### src/rtl/lsu_align_pkg.sv
package lsu_align_pkg;
  typedef enum logic [1:0] {
    SZ_BYTE = 2'd0,
    SZ_HALF = 2'd1,
    SZ_WORD = 2'd2
  } acc_size_e;

  typedef enum logic [1:0] {
    POL_TRUNC  = 2'd0,
    POL_FAULT  = 2'd1,
    POL_SPLIT  = 2'd2,
    POL_FAULT2 = 2'd3
  } align_pol_e;

  typedef enum logic [1:0] {
    ST_IDLE = 2'd0,
    ST_LO   = 2'd1,
    ST_HI   = 2'd2
  } lsu_state_e;
endpackage

### src/rtl/lsu_lane_plan.sv
module lsu_lane_plan
  import lsu_align_pkg::*;
#(
  parameter int ADDR_W = 32,
  parameter int DATA_W = 32,
  localparam int LANES = DATA_W / 8,
  localparam int OFS_W = $clog2(LANES)
) (
  input  logic [ADDR_W-1:0] addr,
  input  logic [1:0]        size,
  input  logic [1:0]        policy,
  input  logic [DATA_W-1:0] wdata,
  output logic              fault,
  output logic [ADDR_W-1:0] word_addr,
  output logic [OFS_W-1:0]  ofs,
  output logic [LANES-1:0]  be_lo,
  output logic [LANES-1:0]  be_hi,
  output logic [DATA_W-1:0] wd_lo,
  output logic [DATA_W-1:0] wd_hi,
  output logic              two_beats
);
  logic              misal;
  logic [ADDR_W-1:0] eff;
  logic [LANES-1:0]  base_mask;
  logic [2*LANES-1:0]  lanes;
  logic [2*DATA_W-1:0] wide;

  always_comb begin
    unique case (size)
      SZ_BYTE: misal = 1'b0;
      SZ_HALF: misal = addr[0];
      default: misal = |addr[OFS_W-1:0];
    endcase

    eff = addr;
    if (policy == POL_TRUNC && misal) begin
      if (size == SZ_HALF) eff[0] = 1'b0;
      else                 eff[OFS_W-1:0] = '0;
    end

    fault = misal && (policy == POL_FAULT || policy == POL_FAULT2);

    unique case (size)
      SZ_BYTE: base_mask = LANES'(1);
      SZ_HALF: base_mask = LANES'(3);
      default: base_mask = '1;
    endcase

    ofs       = eff[OFS_W-1:0];
    lanes     = {{LANES{1'b0}}, base_mask} << ofs;
    wide      = {{DATA_W{1'b0}}, wdata} << {ofs, 3'b000};
    be_lo     = lanes[LANES-1:0];
    be_hi     = lanes[2*LANES-1:LANES];
    wd_lo     = wide[DATA_W-1:0];
    wd_hi     = wide[2*DATA_W-1:DATA_W];
    two_beats = |be_hi;
    word_addr = {eff[ADDR_W-1:OFS_W], {OFS_W{1'b0}}};
  end
endmodule

### src/rtl/lsu_load_merge.sv
module lsu_load_merge
  import lsu_align_pkg::*;
#(
  parameter int DATA_W = 32,
  localparam int OFS_W = $clog2(DATA_W / 8)
) (
  input  logic [DATA_W-1:0] lo_word,
  input  logic [DATA_W-1:0] hi_word,
  input  logic [OFS_W-1:0]  ofs,
  input  logic [1:0]        size,
  input  logic              sgn,
  output logic [DATA_W-1:0] result
);
  logic [2*DATA_W-1:0] shifted;

  always_comb begin
    shifted = {hi_word, lo_word} >> {ofs, 3'b000};
    unique case (size)
      SZ_BYTE: result = {{(DATA_W-8){sgn & shifted[7]}}, shifted[7:0]};
      SZ_HALF: result = {{(DATA_W-16){sgn & shifted[15]}}, shifted[15:0]};
      default: result = shifted[DATA_W-1:0];
    endcase
  end
endmodule

### src/rtl/lsu_align.sv
module lsu_align
  import lsu_align_pkg::*;
#(
  parameter int ADDR_W = 32,
  localparam int DATA_W = 32,
  localparam int LANES = DATA_W / 8,
  localparam int OFS_W = $clog2(LANES)
) (
  input  logic              clk,
  input  logic              rst,
  input  logic              req_valid,
  output logic              req_ready,
  input  logic [ADDR_W-1:0] req_addr,
  input  logic [1:0]        req_size,
  input  logic              req_signed,
  input  logic              req_write,
  input  logic [DATA_W-1:0] req_wdata,
  input  logic [1:0]        req_policy,
  output logic              mem_valid,
  output logic [ADDR_W-1:0] mem_addr,
  output logic              mem_we,
  output logic [LANES-1:0]  mem_be,
  output logic [DATA_W-1:0] mem_wdata,
  input  logic [DATA_W-1:0] mem_rdata,
  input  logic              mem_ack,
  output logic              rsp_done,
  output logic              rsp_fault,
  output logic [DATA_W-1:0] rsp_rdata
);
  lsu_state_e state;

  logic              p_fault, p_two;
  logic [ADDR_W-1:0] p_waddr;
  logic [OFS_W-1:0]  p_ofs;
  logic [LANES-1:0]  p_be_lo, p_be_hi;
  logic [DATA_W-1:0] p_wd_lo, p_wd_hi;

  logic              two_q, sgn_q;
  logic [1:0]        size_q;
  logic [OFS_W-1:0]  ofs_q;
  logic [LANES-1:0]  be_hi_q;
  logic [DATA_W-1:0] wd_hi_q, lo_q;
  logic [DATA_W-1:0] merge_lo, merged;

  lsu_lane_plan #(.ADDR_W(ADDR_W), .DATA_W(DATA_W)) u_plan (
    .addr(req_addr), .size(req_size), .policy(req_policy), .wdata(req_wdata),
    .fault(p_fault), .word_addr(p_waddr), .ofs(p_ofs),
    .be_lo(p_be_lo), .be_hi(p_be_hi), .wd_lo(p_wd_lo), .wd_hi(p_wd_hi),
    .two_beats(p_two)
  );

  assign merge_lo = (state == ST_HI) ? lo_q : mem_rdata;

  lsu_load_merge #(.DATA_W(DATA_W)) u_merge (
    .lo_word(merge_lo), .hi_word(mem_rdata), .ofs(ofs_q),
    .size(size_q), .sgn(sgn_q), .result(merged)
  );

  assign req_ready = (state == ST_IDLE);

  always_ff @(posedge clk) begin
    if (rst) begin
      state     <= ST_IDLE;
      mem_valid <= 1'b0;
      mem_addr  <= '0;
      mem_we    <= 1'b0;
      mem_be    <= '0;
      mem_wdata <= '0;
      rsp_done  <= 1'b0;
      rsp_fault <= 1'b0;
      rsp_rdata <= '0;
      two_q     <= 1'b0;
      sgn_q     <= 1'b0;
      size_q    <= '0;
      ofs_q     <= '0;
      be_hi_q   <= '0;
      wd_hi_q   <= '0;
      lo_q      <= '0;
    end else begin
      rsp_done  <= 1'b0;
      rsp_fault <= 1'b0;
      unique case (state)
        ST_IDLE: begin
          if (req_valid) begin
            if (p_fault) begin
              rsp_fault <= 1'b1;
            end else begin
              mem_valid <= 1'b1;
              mem_addr  <= p_waddr;
              mem_we    <= req_write;
              mem_be    <= p_be_lo;
              mem_wdata <= p_wd_lo;
              two_q     <= p_two;
              sgn_q     <= req_signed;
              size_q    <= req_size;
              ofs_q     <= p_ofs;
              be_hi_q   <= p_be_hi;
              wd_hi_q   <= p_wd_hi;
              state     <= ST_LO;
            end
          end
        end
        ST_LO: begin
          if (mem_ack) begin
            lo_q <= mem_rdata;
            if (two_q) begin
              mem_addr  <= mem_addr + ADDR_W'(LANES);
              mem_be    <= be_hi_q;
              mem_wdata <= wd_hi_q;
              state     <= ST_HI;
            end else begin
              mem_valid <= 1'b0;
              rsp_done  <= 1'b1;
              rsp_rdata <= mem_we ? '0 : merged;
              state     <= ST_IDLE;
            end
          end
        end
        default: begin
          if (mem_ack) begin
            mem_valid <= 1'b0;
            rsp_done  <= 1'b1;
            rsp_rdata <= mem_we ? '0 : merged;
            state     <= ST_IDLE;
          end
        end
      endcase
    end
  end
endmodule

### config.mk
export PLATFORM = sky130hd
export DESIGN_NAME = lsu_align
export DESIGN_NICKNAME = d
export VERILOG_FILES = /design/src/rtl/lsu_align_pkg.sv /design/src/rtl/lsu_lane_plan.sv /design/src/rtl/lsu_load_merge.sv /design/src/rtl/lsu_align.sv
export SDC_FILE = /design/constraint.sdc
export NUM_CORES = 1
export LEC_CHECK = 0
export BUFFER_PORTS_ARGS = -buffer_cell sky130_fd_sc_hd__buf_2
export CORE_MARGIN = 4
export CORE_UTILIZATION = 35
export DETAILED_ROUTE_END_ITERATION = 10
export SETUP_SLACK_MARGIN = 0.1
export SYNTH_ARGS = -nofsm -noshare
export SYNTH_HDL_FRONTEND = slang
export SYNTH_SLANG_ARGS = --single-unit
### constraint.sdc
create_clock -name clk -period 2.3 [get_ports clk]
set_input_delay 0.575 -clock clk [delete_from_list [all_inputs] [get_ports clk]]
set_output_delay 0.575 -clock clk [all_outputs]
set_load 0.01 [all_outputs]
# After elaboration in Yosys (flattened, before gate mapping)
# Cells that the tools add are included.
[classes]
n_addsub = 1
eq_ne = 11
shift = 3
mux = 43
bitwise = 5
reduce_logical = 18
[op_table]
columns = ["cell", "count"]
rows = [
  ["two-way mux 32 bit", 13],
  ["case mux 32 bit (2 select lines)", 4],
  ["left shift 32 x 5 -> 64 bit", 1],
  [">> shifter 64 x 5 -> 32 bit", 1],
  ["adder 32 x 3 -> 32 bit (second input constant)", 1],
  ["two-way mux 4 bit", 4],
  ["case mux 4 bit (2 select lines)", 2],
  ["two-way mux 2 bit", 6],
  ["two-way mux 1 bit", 10],
  ["!= test 2 bit (second input constant)", 5],
  ["AND reduction 5 bit", 2],
  ["== test 2 x 1 -> 1 bit (second input constant)", 4],
  ["logical NOT 2 bit", 4],
  ["left shift 4 x 2 -> 8 bit", 1],
  ["case mux 1 bit (2 select lines)", 3],
  ["AND reduction 3 bit", 2],
  ["== test 2 bit (second input constant)", 2],
  ["case mux 2 bit (2 select lines)", 1],
  ["AND reduction 4 bit", 1],
  ["nonzero test 2 bit", 2],
  ["OR reduction 4 bit", 1],
  ["inverter 1 bit", 3],
  ["OR reduction 3 bit", 1],
  ["AND 1 bit", 2],
  ["other kinds (4)", 5],
]
[totals]
ff_bits = 180
in_bits = 106
output_inout_bits = 105
elab_cells = 97

# Longest topological paths before layout
# Gate-level depths: netlist (run 1).
[depth]
ltp_word = 9
depth_mapped = 9
ltp_nobuf = 6

# By module
# A second synthesis (run 1) with hierarchy kept.
[hier_totals]
hier_cells = 1209
hier_area_um2 = 10053.4
[by_module_without_submodules]
columns = ["mod", "n_inst", "cells_per_inst", "area_each_um2", "seq_area_each_um2"]
rows = [
  ["lsu_align", 1, 926, 7698.6, 3603.5],
  ["lsu_lane_plan", 1, 183, 1238.7, 0.0],
  ["lsu_load_merge", 1, 100, 1116.1, 0.0],
]

# Worst setup path after synthesis (run 1)
# OpenSTA, ideal clock, no wires.
[synth_path]
kind = "input to register"
start = "input port req_size[1]"
end = "register wd_hi_q[3]"
setup_time_ns = 0.132
arrival_ns = 1.973
required_ns = 2.168
setup_slack_ns = 0.195
path_stages = 7
path_buffers = 2
path_cell_list = "buf_2 -> inv_2 -> o31a_1 -> buf_1 -> mux2_1 -> a221oi_1 -> nor3_1"
[synth_via]
elab_chain_len = 5
word_cells_on_any_way = 10
classes_between = "1 x eq/ne; 1 x shift; 3 x mux; 1 x bitwise; 4 x reduce/logical"
[synth_rtl]
columns = ["item", "line_no", "text"]
rows = [
  ["start, declared", "lsu_align.sv:14", "input logic [1:0] req_size,"],
  ["== test 2 x 1 -> 1 bit or logical NOT 2 bit (tied branches)", "lsu_lane_plan.sv:29, lsu_lane_plan.sv:37", ""],
  ["case mux 1 bit (2 select lines)", "lsu_lane_plan.sv:29", "unique case (size)"],
  ["logical AND 1 bit, on equally long branches", "lsu_lane_plan.sv:36, lsu_lane_plan.sv:41", ""],
  ["two-way mux 2 bit or inverter 1 bit (tied branches)", "n/a", ""],
  ["left shift 32 x 5 -> 64 bit or AND reduction 3 bit (tied branches)", "n/a", ""],
  ["end signal, assigned", "lsu_align.sv:98", "wd_hi_q <= p_wd_hi;"],
  ["end, declared", "lsu_align.sv:42", "logic [DATA_W-1:0] wd_hi_q, lo_q;"],
]
# Several ways; a longest one is shown, not always the timed one.
# A chain may end at the register's enable or synchronous reset.

# Worst setup path after layout (run 1)
[layout_path]
start = "register mem_addr[2]"
end = "register mem_addr[25]"
[layout_via]
elab_chain_len = 4
[layout_rtl]
columns = ["item", "line_no", "text"]
rows = [
  ["start, declared", "lsu_align.sv:20", "output logic [ADDR_W-1:0] mem_addr,"],
  ["start signal, assigned", "lsu_align.sv:89", "mem_addr <= p_waddr;"],
  ["start signal, assigned", "lsu_align.sv:107", "mem_addr <= mem_addr + ADDR_W'(LANES);"],
  ["adder 32 x 3 -> 32 bit", "lsu_align.sv:107", ""],
  ["two-way mux 32 bit", "lsu_align.sv:106", "if (two_q) begin"],
  ["two-way mux 32 bit", "lsu_align.sv:104", "if (mem_ack) begin"],
  ["case mux 32 bit (2 select lines)", "lsu_align.sv:82", "unique case (state)"],
]
# Every way passes these cells. The select of a mux whose other input is x is not followed.

==> results_dict.tcl, run 1 <==
set metrics [dict create \
    total_gr_overflow 0 \
    worst_ir_drop_vdd_uv 363 \
    synth.top_cells.by_area "dfxtp_1 39%, mux4_2 7.7%, nand2_1 6.3%" \
    fp.dieW_um 166 \
    cp_data_required_time_ns 2.62 \
    antenna_viol_nets_final 0 \
    maxSlewHeadroom_pct 55.0 \
    final_min_period_over_clock_period_pct 90.6 \
    portBuffers 208 \
    area_growth_syn_to_layout_pct 26.5 \
    postCtsHoldBufs 0 \
    core_area_um2 24500 \
    clock_pin_slew_on_the_worst_setup_and_hold_paths_ns 0.08 \
    critical_path.cell_chain "buf_4 -> nand4_2 -> or3_1 -> or4_1 -> and3_1 -> o41ai_2" \
    route.detailed.wl_per_inst_um 18.2 \
    timing.rr.end "mem_addr[25]$_SDFFE_PP0P_" \
    post_detailed_placement_cell_area_um2 10400 \
    r2r-start "mem_addr[2]$_SDFFE_PP0P_" \
    worstSetupStartpointType "flop" \
    holdCritPathClass "in -> reg" \
    max_freq_mhz 480 \
    cp.buffers_inverters 1 \
    fin_skew_ns 0.0208 \
    ioPinCount 211 \
    worstPathArrival_ns 2.41 \
    first_iter_violations 785 \
    setup_viol_count_final 0 \
    grt_pass1_wl_um 45100 \
    worst_hold_slack_ns 0.391 \
    cell_count_of_the_worst_reg_to_reg_path 6 \
    first_global_vias 8143 \
    worstSetupEndpointType "flop" \
    dp_cells 1524 \
    clock_latency_reported_for_the_late_side_of_the_worst_skew_pair_ns 0.44 \
    yosys.area.top_type "dfxtp_1" \
    synth-async-reset-ratio_pct 0 \
    final-instance-count-excl-fill 1564 \
    placementRows 57 \
    clock_path_buffers 2 \
    floorplan.die.height_um 166 \
    cts_bufs_inserted 17 \
    crit_family "simple AND/OR/NAND/NOR gates" \
    max-cap-violations 0 \
    cts_sinks 169 \
    post-synth-top-count-cell "dfxtp_1" \
    slew_violations 0 \
    crit_path_top_delay_cell "dfxtp_1" \
    timing.critical_path.fanout_max 5 \
    worst_hold_path.endpoint "lo_q[26]$_SDFFE_PP0P_" \
    postRouteWirelength_um 28400 \
    netlist_top_cells_count "169 x dfxtp_1, 147 x nand2_1, 102 x nor2_1" \
    synth.cell_area_um2 8730 \
    detailedPlacementHpwl_um 20700 \
    synth.distinct_cells 70 \
    grt_setup_unrepaired "false" \
    grt_use_total_pct 20.0 \
    synthCells 1016 \
    netlist.area_leader.share_pct 38.7 \
    design_area_um2 11100 \
    number_of_flops_mapped_to_enable_cells_by_yosys 0 \
    drt_pass1_iterations 5 \
    layout-drive-gt1-share_pct 30.8 \
    worst_hold_startpoint "mem_rdata[26]" \
    route.detailed.vias_per_inst 5.46 \
    synth_ff_type "dfxtp_1" \
    timing.reg2reg.setup_slack_ns 0.22 \
    power_density_relative_to_cell_area_nw_per_um2 680 \
    finalWeightedCongestion 0.901 \
    hold_depth 3 \
    run_status "completed" \
    post_synthesis_sequential_area_ratio_pct 38.7 \
    tritoncts "yes" \
    drc 0 \
    timing.critical_path.slowest_cell_delay_ns 0.41 \
    final_period_minus_worst_setup_slack_ns 2.08 \
    yosysWarningCount 0 \
    timing.setup.critical_path_class "reg -> reg" \
    design.final.nets 1328 \
    synth_area_per_cell_um2 8.60 \
    cellLeakagePower_nw 4.67 \
    postSynthRegisterBits 169 \
    initial_utilization_pct 35.7 \
    ctsHtreeMaxLevel 4 \
    final_core_utilization_pct 45.2 \
    pin_count_of_the_biggest_net_entering_global_routing 143 \
    die_area_um2 27500 \
    via_count 8536 \
    cts-root-buf "clkbuf_16" \
    worstMarginPinSlew_ns 0.675 \
    grt_antenna_before_repair 7 \
    final_hold_viol_count 0 \
]
## what timing repair did
action	CTS	global route
setup buffers	0	2
hold endpoints to repair	0	0
resized for setup	0	3
setup endpoints to repair	0	19
## layer usage
layer | vias to the layer above | GRT usage [%] | wire (um)
li1 | 4129 | - | -
met1 | 4068 | 28.5 | 13200
met2 | 299 | 30.5 | 12900
met3 | 38 | 3.93 | 1780
met4 | 2 | 6.31 | 555
met5 | - | 0 | 7
## area by class of cell
cell class,count,area (um2)
antenna,6,15.0
clock buffer,18,439
clock inverter,14,155
fill,2438,13400
inverter,28,105
multi-input combinational,734,4930
sequential,169,3390
tap,324,405
timing repair buffer,271,1620
## flip-flops by register name, summed over array words and instances, names as in the netlist
name	cells
rsp_rdata	32
wd_hi_q	24
state	2
be_hi_q	3
two_q	1
rsp_done	1
mem_be	4
mem_valid	1
mem_we	1
ofs_q	2
size_q	2
sgn_q	1
rsp_fault	1
mem_wdata	32
lo_q	32
mem_addr	30
## report_power, final
part / leakage, nW / internal [mW] / switching (mW)
Sequential: 1.38 / 3.09 / 0.139
Clock: 0.285 / 1.48 / 1.41
Combinational: 3.01 / 0.608 / 0.784
## placed cells by master, fill, tap and decap left out, types with 8 or more instances in the layout
cell       Yosys  final
mux4_2        30     30
a21oi_1       86     86
buf_2         18    207
a211oi_1       9      9
buf_4          5     56
nor3_1        23     22
inv_1         27     27
buf_12         0      8
o21ai_1       13     13
a22oi_1       32     32
dfxtp_1      169    167
o21ai_0       22     22
nand4_1        9      9
nor2_1       102    101
mux2_2        21     21
a31oi_1       10      9
a221oi_1      16     16
nand3b_1      11     11
o211ai_1      26     26
mux2i_1       39     39
o31ai_1       15     14
clkbuf_16      0     17
nand2_1      147    147
nand3_1       21     20
## stage by stage
stage / total power, mW / setup slack, ns / setup TNS (ns)
final: 7.52 / 0.215 / 0
after global routing: 7.84 / 0.120 / 0
after CTS: 7.56 / 0.109 / 0
after detailed placement: 4.68 / -0.0105 / -0.0105
after global placement: 4.65 / 0.0770 / 0
after floorplan: 4.08 / 0.195 / 0
## worst max-delay path by stage
stage / from / endpoint / slack, ns / cells after the start
after floorplan: req_size[1] / wd_hi_q[3]$_SDFFE_PP0P_ / 0.19 / 7
after global placement: mem_rdata[7] / rsp_rdata[21]$_SDFFE_PP0P_ / 0.08 / 6
after detailed placement: mem_rdata[7] / rsp_rdata[29]$_SDFFE_PP0P_ / -0.01 / 6
after CTS: state[1]$_SDFFE_PP0P_ / rsp_rdata[29]$_SDFFE_PP0P_ / 0.11 / 5
after global routing: state[1]$_SDFFE_PP0P_ / rsp_rdata[17]$_SDFFE_PP0P_ / 0.12 / 5
final: mem_addr[2]$_SDFFE_PP0P_ / mem_addr[25]$_SDFFE_PP0P_ / 0.22 / 6
## kinds of logic after synthesis
logic type	after synthesis	share of synthesized area [%]
mux	96	15.7
compound gates	272	20.8
xor+xnor	2	0.201
simple gates	361	18.9
other cells	1	0.0429
buf+inv	114	5.46
fa+ha+maj	1	0.143
flops	169	38.7
## tightest hold or removal path, delay by kind of cell
family          cells  cell delay, ns
compound gates      1            0.05
buf+inv             1            0.10
simple gates        1            0.05
Note: power is estimated with default switching activity, not from simulation.
==> run 2, diff against run 1 <==
--- a/config.mk
+++ b/config.mk
@@ -5,10 +5,15 @@
 export SDC_FILE = /design/constraint.sdc
 export NUM_CORES = 1
 export LEC_CHECK = 0
+export ABC_AREA = 1
 export BUFFER_PORTS_ARGS = -buffer_cell sky130_fd_sc_hd__buf_2
+export CAP_MARGIN = 20
+export CELL_PAD_IN_SITES_DETAIL_PLACEMENT = 1
+export CELL_PAD_IN_SITES_GLOBAL_PLACEMENT = 1
 export CORE_MARGIN = 4
 export CORE_UTILIZATION = 35
 export DETAILED_ROUTE_END_ITERATION = 10
+export PLACE_DENSITY_LB_ADDON = 0.1
 export SETUP_SLACK_MARGIN = 0.1
 export SYNTH_ARGS = -nofsm -noshare
 export SYNTH_HDL_FRONTEND = slang
==> run 2 against run 1 <==
Worst setup slack better by 0.12 ns. Critical path type unchanged. Sequential share of layout area decreased by 1.5 points. Wire length is 37% higher. Via count increased by 27%. First-iteration DRC count fell by 7.4%. Die area grew 9.7%.
==> results_dict.tcl, run 2 <==
set metrics [dict create \
    power_density_relative_to_cell_area_nw_per_um2 694 \
    cellLeakagePower_nw 5.29 \
    final_min_period_over_clock_period_pct 85.5 \
    crit_path_top_delay_cell "dfxtp_1" \
    worstPathArrival_ns 2.26 \
    route.detailed.vias_per_inst 5.32 \
    final_core_utilization_pct 43.0 \
    netlist.area_leader.share_pct 35.2 \
    antennaDiodeCount 0 \
    portBuffers 208 \
    synth.top_cells.by_area "dfxtp_1 35%, nand2_1 18%, a21oi_1 8.7%" \
    placement.setup.worst_slack_ns 0.161 \
    n_fill_cell 3685 \
    detailedPlacementHpwl_um 28400 \
    synth_area_per_cell_um2 6.34 \
    grt_use_total_pct 25.2 \
    cp_data_required_time_ns 2.59 \
    clock_path_buffers 2 \
    design.final.nets 1795 \
    placementRows 60 \
    initial_utilization_pct 35.6 \
    r2r-start "state[0]$_SDFFE_PP0P_" \
    worst_ir_drop_vdd_uv 477 \
    ctsHtreeMaxLevel 4 \
    setup_viol_count_final 0 \
    final_period_minus_worst_setup_slack_ns 1.97 \
    maxSlewHeadroom_pct 59.6 \
    first_global_vias 11100 \
    clock_latency_reported_for_the_late_side_of_the_worst_skew_pair_ns 0.44 \
    holdCritPathClass "in -> reg" \
    cts_sinks 169 \
    grt_pass1_wl_um 61700 \
    yosysWarningCount 0 \
    design_area_um2 11600 \
    yosys.area.top_type "dfxtp_1" \
    core_area_um2 27000 \
    worstSetupEndpointType "flop" \
    worst_hold_startpoint "req_addr[7]" \
    finalWeightedCongestion 0.886 \
    number_of_flops_mapped_to_enable_cells_by_yosys 0 \
    max-cap-violations 0 \
    die_area_um2 30200 \
    worstSetupStartpointType "flop" \
    final_hold_viol_count 0 \
    synthCells 1519 \
    fin_tns_setup_ns 0 \
    run_status "completed" \
    first_iter_violations 727 \
    layout-drive-gt1-share_pct 18.8 \
    synth-async-reset-ratio_pct 0 \
    floorplan.die.height_um 174 \
    total_gr_overflow 0 \
    postSynthRegisterBits 169 \
    postLayoutSetupSlackWorst_ns 0.332 \
    drt_pass1_iterations 5 \
    worstMarginPinSlew_ns 0.607 \
    route.detailed.wl_per_inst_um 19.1 \
    synth.cell_area_um2 9620 \
    antenna_viol_nets_final 0 \
    critical_path.cell_chain "inv_4 -> nand2_8 -> nand2_1 -> nand3_1 -> nand3_1 -> nand3_4 -> nand3_4 -> nand2_1 -> a21oi_1" \
    timing.critical_path.fanout_max 23 \
    pin_count_of_the_biggest_net_entering_global_routing 114 \
    post_detailed_placement_cell_area_um2 11000 \
    hold_depth 3 \
    netlist_top_cells_count "471 x nand2_1, 169 x dfxtp_1, 167 x a21oi_1" \
    via_count 10900 \
    ioPinCount 211 \
    critPathLaunch "state[0]$_SDFFE_PP0P_" \
    cts-root-buf "clkbuf_16" \
    synth.distinct_cells 41 \
    timing.setup.critical_path_class "reg -> reg" \
    cell_count_of_the_worst_reg_to_reg_path 9 \
    max_freq_mhz 508 \
    post-synth-top-count-cell "nand2_1" \
    biggestRegsByFlops "lo_q: 32 flops, mem_wdata: 32 flops, rsp_rdata: 32 flops" \
    slew_violations 0 \
    post_cts_buffers 0 \
    final_cell_mix "471 x nand2_1, 207 x buf_2, 169 x dfxtp_1" \
    cts_bufs_inserted 17 \
    layout_commonest_cell "nand2_1" \
    area_growth_syn_to_layout_pct 20.9 \
    fp.dieW_um 174 \
    grt_antenna_before_repair 1 \
    postRouteWirelength_um 39100 \
    post_synthesis_sequential_area_ratio_pct 35.2 \
    clock_pin_slew_on_the_worst_setup_and_hold_paths_ns 0.08 \
    tritoncts "yes" \
    grt_setup_unrepaired "false" \
    timing.critical_path.slowest_cell_delay_ns 0.45 \
    drc 0 \
    fin_skew_ns 0.0124 \
    synth_ff_type "dfxtp_1" \
]
==> run 2: changes by cell type in the layout (fill, tap and decap cells not counted), moves of 16 or more <==
| cell | change |
|---|---|
| nand3_1 | +124 |
| o21ai_0 | +93 |
| buf_4 | -24 |
| a22oi_1 | -24 |
| mux2i_1 | -39 |
| inv_1 | +60 |
| nor2_1 | +27 |
| mux4_2 | -30 |
| nand2_1 | +324 |
| a21oi_1 | +81 |
| mux2_2 | -21 |
| a221oi_1 | -16 |
==> run 2: repair_timing <==
action                                  in CTS  in global routing
endpoints found under the setup margin       0                 15
hold buffers                                 0                  0
gates resized for setup                      0                  1
==> run 2: cell families (layout without fill, tap and decap cells) <==
kind of cell / count (synthesis) / after routing / synth area share (%)
AO/OA/AOI/OAI: 352 / 352 / 19.9
XOR/XNOR: 9 / 9 / 0.819
adder cells (fa/ha/maj): 1 / 1 / 0.130
buffers and inverters: 197 / 378 / 9.01
flip-flops: 169 / 169 / 35.2
other: 1 / 2 / 0.0390
AND/OR/NAND/NOR: 790 / 790 / 34.9
==> run 2: per-layer routing <==
metal,global-route usage [%],part of all wire (%),routed length [um]
met5,0,0.049,19
met4,6.76,2.3,892
met3,2.88,3.7,1450
met2,43.0,47,18500
met1,34.0,47,18200
==> run 2: critical path: cells and delay by family (launching register included) <==
family,cells,cell delay (ns)
AO/OA/AOI/OAI,1,0.07
buffers and inverters,1,0.13
flip-flops,1,0.45
AND/OR/NAND/NOR,7,1.17
==> run 2: area by class of cell <==
type,count,area (um2),share of cell area [%]
well taps,341,427,3.67
inverters,96,363,3.12
multi-input cells,1154,5390,46.3
clock inverters,15,151,1.30
flip-flops and latches,169,3380,29.1
repair buffers,250,1500,12.9
clock buffers,17,425,3.66
==> run 2: where the power goes <==
| group | switching [mW] | total [mW] | leakage (nW) | internal, mW |
|---|---|---|---|---|
| logic | 1.20 | 1.83 | 3.63 | 0.628 |
| registers | 0.167 | 3.29 | 1.38 | 3.12 |
| clock network | 1.49 | 2.96 | 0.285 | 1.46 |
==> run 2: path summary, 6_finish.rpt <==
check                               end  slack, ns
max          rsp_rdata[25]$_SDFFE_PP0P_       0.33
min            mem_addr[7]$_SDFFE_PP0P_       0.40
max reg2reg  rsp_rdata[25]$_SDFFE_PP0P_       0.33
min reg2reg  rsp_rdata[19]$_SDFFE_PP0P_       0.46
==> run 2: metrics by stage <==
step           power [mW]  hold slack [ns]  cells
6_report             8.07            0.395   2042
5_1_grt              8.48            0.418   2042
4_1_cts              8.15            0.380   2042
3_5_place_dp         5.19            0.453   2010
3_3_place_gp         5.15            0.442   2010
2_1_floorplan        4.42            0.430   1520
==> run 3, diff against run 2 <==
--- a/config.mk
+++ b/config.mk
@@ -11,7 +11,7 @@
 export CELL_PAD_IN_SITES_DETAIL_PLACEMENT = 1
 export CELL_PAD_IN_SITES_GLOBAL_PLACEMENT = 1
 export CORE_MARGIN = 4
-export CORE_UTILIZATION = 35
+export CORE_UTILIZATION = 38
 export DETAILED_ROUTE_END_ITERATION = 10
 export PLACE_DENSITY_LB_ADDON = 0.1
 export SETUP_SLACK_MARGIN = 0.1
==> constraint.sdc (replaced) <==
create_clock -name clk -period 2.3 [get_ports clk]
set_input_delay 0.575 -clock clk [delete_from_list [all_inputs] [get_ports clk]]
set_output_delay 0.575 -clock clk [all_outputs]
set_load 0.005 [all_outputs]
==> run 3 against run 2 <==
Sequential share of layout area is essentially flat. Largest cell class unchanged. Sequential cell count is the same. Clock-buffer cell count is 3 higher. Power down 1.4%. Worst hold slack worse by 0.023 ns. Clock skew increased by 0.0026 ns. Combinational power shrank 4%. Critical path depth decreased by 1.
==> results_dict.tcl, run 3 (synthesized netlist as in run 2, its figures left out) <==
set metrics [dict create \
    clock_latency_reported_for_the_late_side_of_the_worst_skew_pair_ns 0.44 \
    grt_pass1_wl_um 62800 \
    first_iter_violations 760 \
    worst_ir_drop_vdd_uv 358 \
    ioPinCount 211 \
    die_area_um2 27900 \
    r2r-start "state[1]$_SDFFE_PP0P_" \
    slew_violations 0 \
    maxSlewHeadroom_pct 55.0 \
    core_area_um2 24600 \
    grt_antenna_before_repair 0 \
    max-cap-violations 0 \
    cts_sinks 169 \
    antenna_viol_nets_final 0 \
    sequential_cell_area_um2 3380 \
    postCtsHoldBufs 0 \
    run_status "completed" \
    postCtsResizedCells 0 \
    hold_depth 3 \
    fp.dieW_um 167 \
    design_area_um2 11600 \
    biggestRegsByFlops "lo_q: 32 flops, mem_wdata: 32 flops, rsp_rdata: 32 flops" \
    cp_data_required_time_ns 2.60 \
    area_growth_syn_to_layout_pct 20.8 \
    final_min_period_over_clock_period_pct 85.8 \
    detailedPlacementHpwl_um 29000 \
    post_detailed_placement_cell_area_um2 11000 \
    tritoncts "yes" \
    initial_utilization_pct 39.1 \
    timing.critical_path.fanout_max 28 \
    n_fill_cell 3399 \
    total_gr_overflow 0 \
    pin_count_of_the_biggest_net_entering_global_routing 114 \
    max_freq_mhz 506 \
    finalWeightedCongestion 0.918 \
    worstSetupStartpointType "flop" \
    via_count 11100 \
    cts_bufs_inserted 17 \
    worst_hold_path.endpoint "mem_we$_SDFFE_PP0P_" \
    worstPathArrival_ns 2.28 \
    ctsHtreeMaxLevel 4 \
    power_density_relative_to_cell_area_nw_per_um2 685 \
    timing.setup.critical_path_class "reg -> reg" \
    clock_pin_slew_on_the_worst_setup_and_hold_paths_ns 0.07 \
    cts-root-buf "clkbuf_16" \
    layout_commonest_cell "nand2_1" \
    multi_input_comb_area_um2 5380 \
    grt_setup_unrepaired "false" \
    worstMarginPinSlew_ns 0.674 \
    worstSetupEndpointType "flop" \
    first_global_vias 11500 \
    cell_count_of_the_worst_reg_to_reg_path 8 \
    layout-drive-gt1-share_pct 19.1 \
    grt_use_total_pct 27.8 \
    worst_hold_slack_ns 0.373 \
    clock_path_buffers 2 \
    fin_skew_ns 0.0150 \
    final_period_minus_worst_setup_slack_ns 1.97 \
    floorplan.die.height_um 167 \
    antennaDiodeCount 0 \
    final_core_utilization_pct 47.2 \
    timing.rr.end "size_q[0]$_SDFFE_PP0P_" \
    setup_viol_count_final 0 \
    final_cell_mix "471 x nand2_1, 207 x buf_2, 169 x dfxtp_1" \
    postRouteWirelength_um 39500 \
    post_cts_buffers 0 \
    drc 0 \
    worst_hold_startpoint "req_write" \
    portBuffers 208 \
    holdCritPathClass "in -> reg" \
    cellLeakagePower_nw 5.32 \
    final_hold_viol_count 0 \
    fin_tns_setup_ns 0 \
    route.detailed.wl_per_inst_um 19.5 \
    route.detailed.vias_per_inst 5.48 \
    placementRows 57 \
    drt_pass1_iterations 5 \
    design.final.nets 1799 \
    timing.reg2reg.setup_slack_ns 0.33 \
]
## run 3: critical path, stage by stage (launching register included)
cell and delay [ns]:
dfxtp_1 0.30, buf_4 0.19, nor2_4 0.18, nand2_2 0.15, a21oi_4 0.19, inv_2 0.17, buf_4 0.29, o21ai_0 0.28
a21oi_1 0.07
## run 3: metal layers
layer | track usage (%) | vias to the layer above | part of all wire [%]
met3 | 4.74 | 77 | 5.4
li1 | - | 5332 | -
met1 | 35.5 | 5366 | 43
met2 | 47.0 | 338 | 47
met4 | 11.0 | 0 | 3.9
met5 | 0 | - | 0
## run 3: cell type report
class | count | share of cell area [%]
Clock inverter | 12 | 0.926
Clock buffer | 20 | 4.02
Sequential cell | 169 | 29.1
Tap cell | 324 | 3.49
Multi-Input combinational cell | 1154 | 46.3
Inverter | 96 | 3.12
Timing Repair Buffer | 254 | 13.0
## run 3: worst max-delay path by stage
stage                          startpoint                    endpoint  slack, ns  depth (start not counted)
finish              state[1]$_SDFFE_PP0P_      size_q[0]$_SDFFE_PP0P_       0.33                          8
global route        state[0]$_SDFFE_PP0P_  rsp_rdata[28]$_SDFFE_PP0P_       0.10                         11
CTS                 state[0]$_SDFFE_PP0P_  rsp_rdata[29]$_SDFFE_PP0P_       0.24                         12
detailed placement            req_size[0]  mem_wdata[23]$_SDFFE_PP0P_       0.08                         11
global placement              req_size[0]      size_q[0]$_SDFFE_PP0P_       0.12                          8
floorplan                     req_size[0]     be_hi_q[1]$_SDFFE_PP0P_       0.55                          8
## run 3: per-stage QoR
step	std cells	power [mW]	setup WS, ns
2_1_floorplan	1520	4.37	0.547
3_3_place_gp	1997	5.08	0.118
3_5_place_dp	1997	5.12	0.0833
4_1_cts	2029	8.00	0.239
5_1_grt	2029	8.36	0.103
6_report	2029	7.96	0.326
## run 3: report_power, final
group | internal [mW] | total, mW | switching, mW
sequential | 3.12 | 3.30 | 0.176
clock | 1.51 | 2.90 | 1.39
combinational | 0.623 | 1.76 | 1.14
total | 5.26 | 7.96 | 2.70
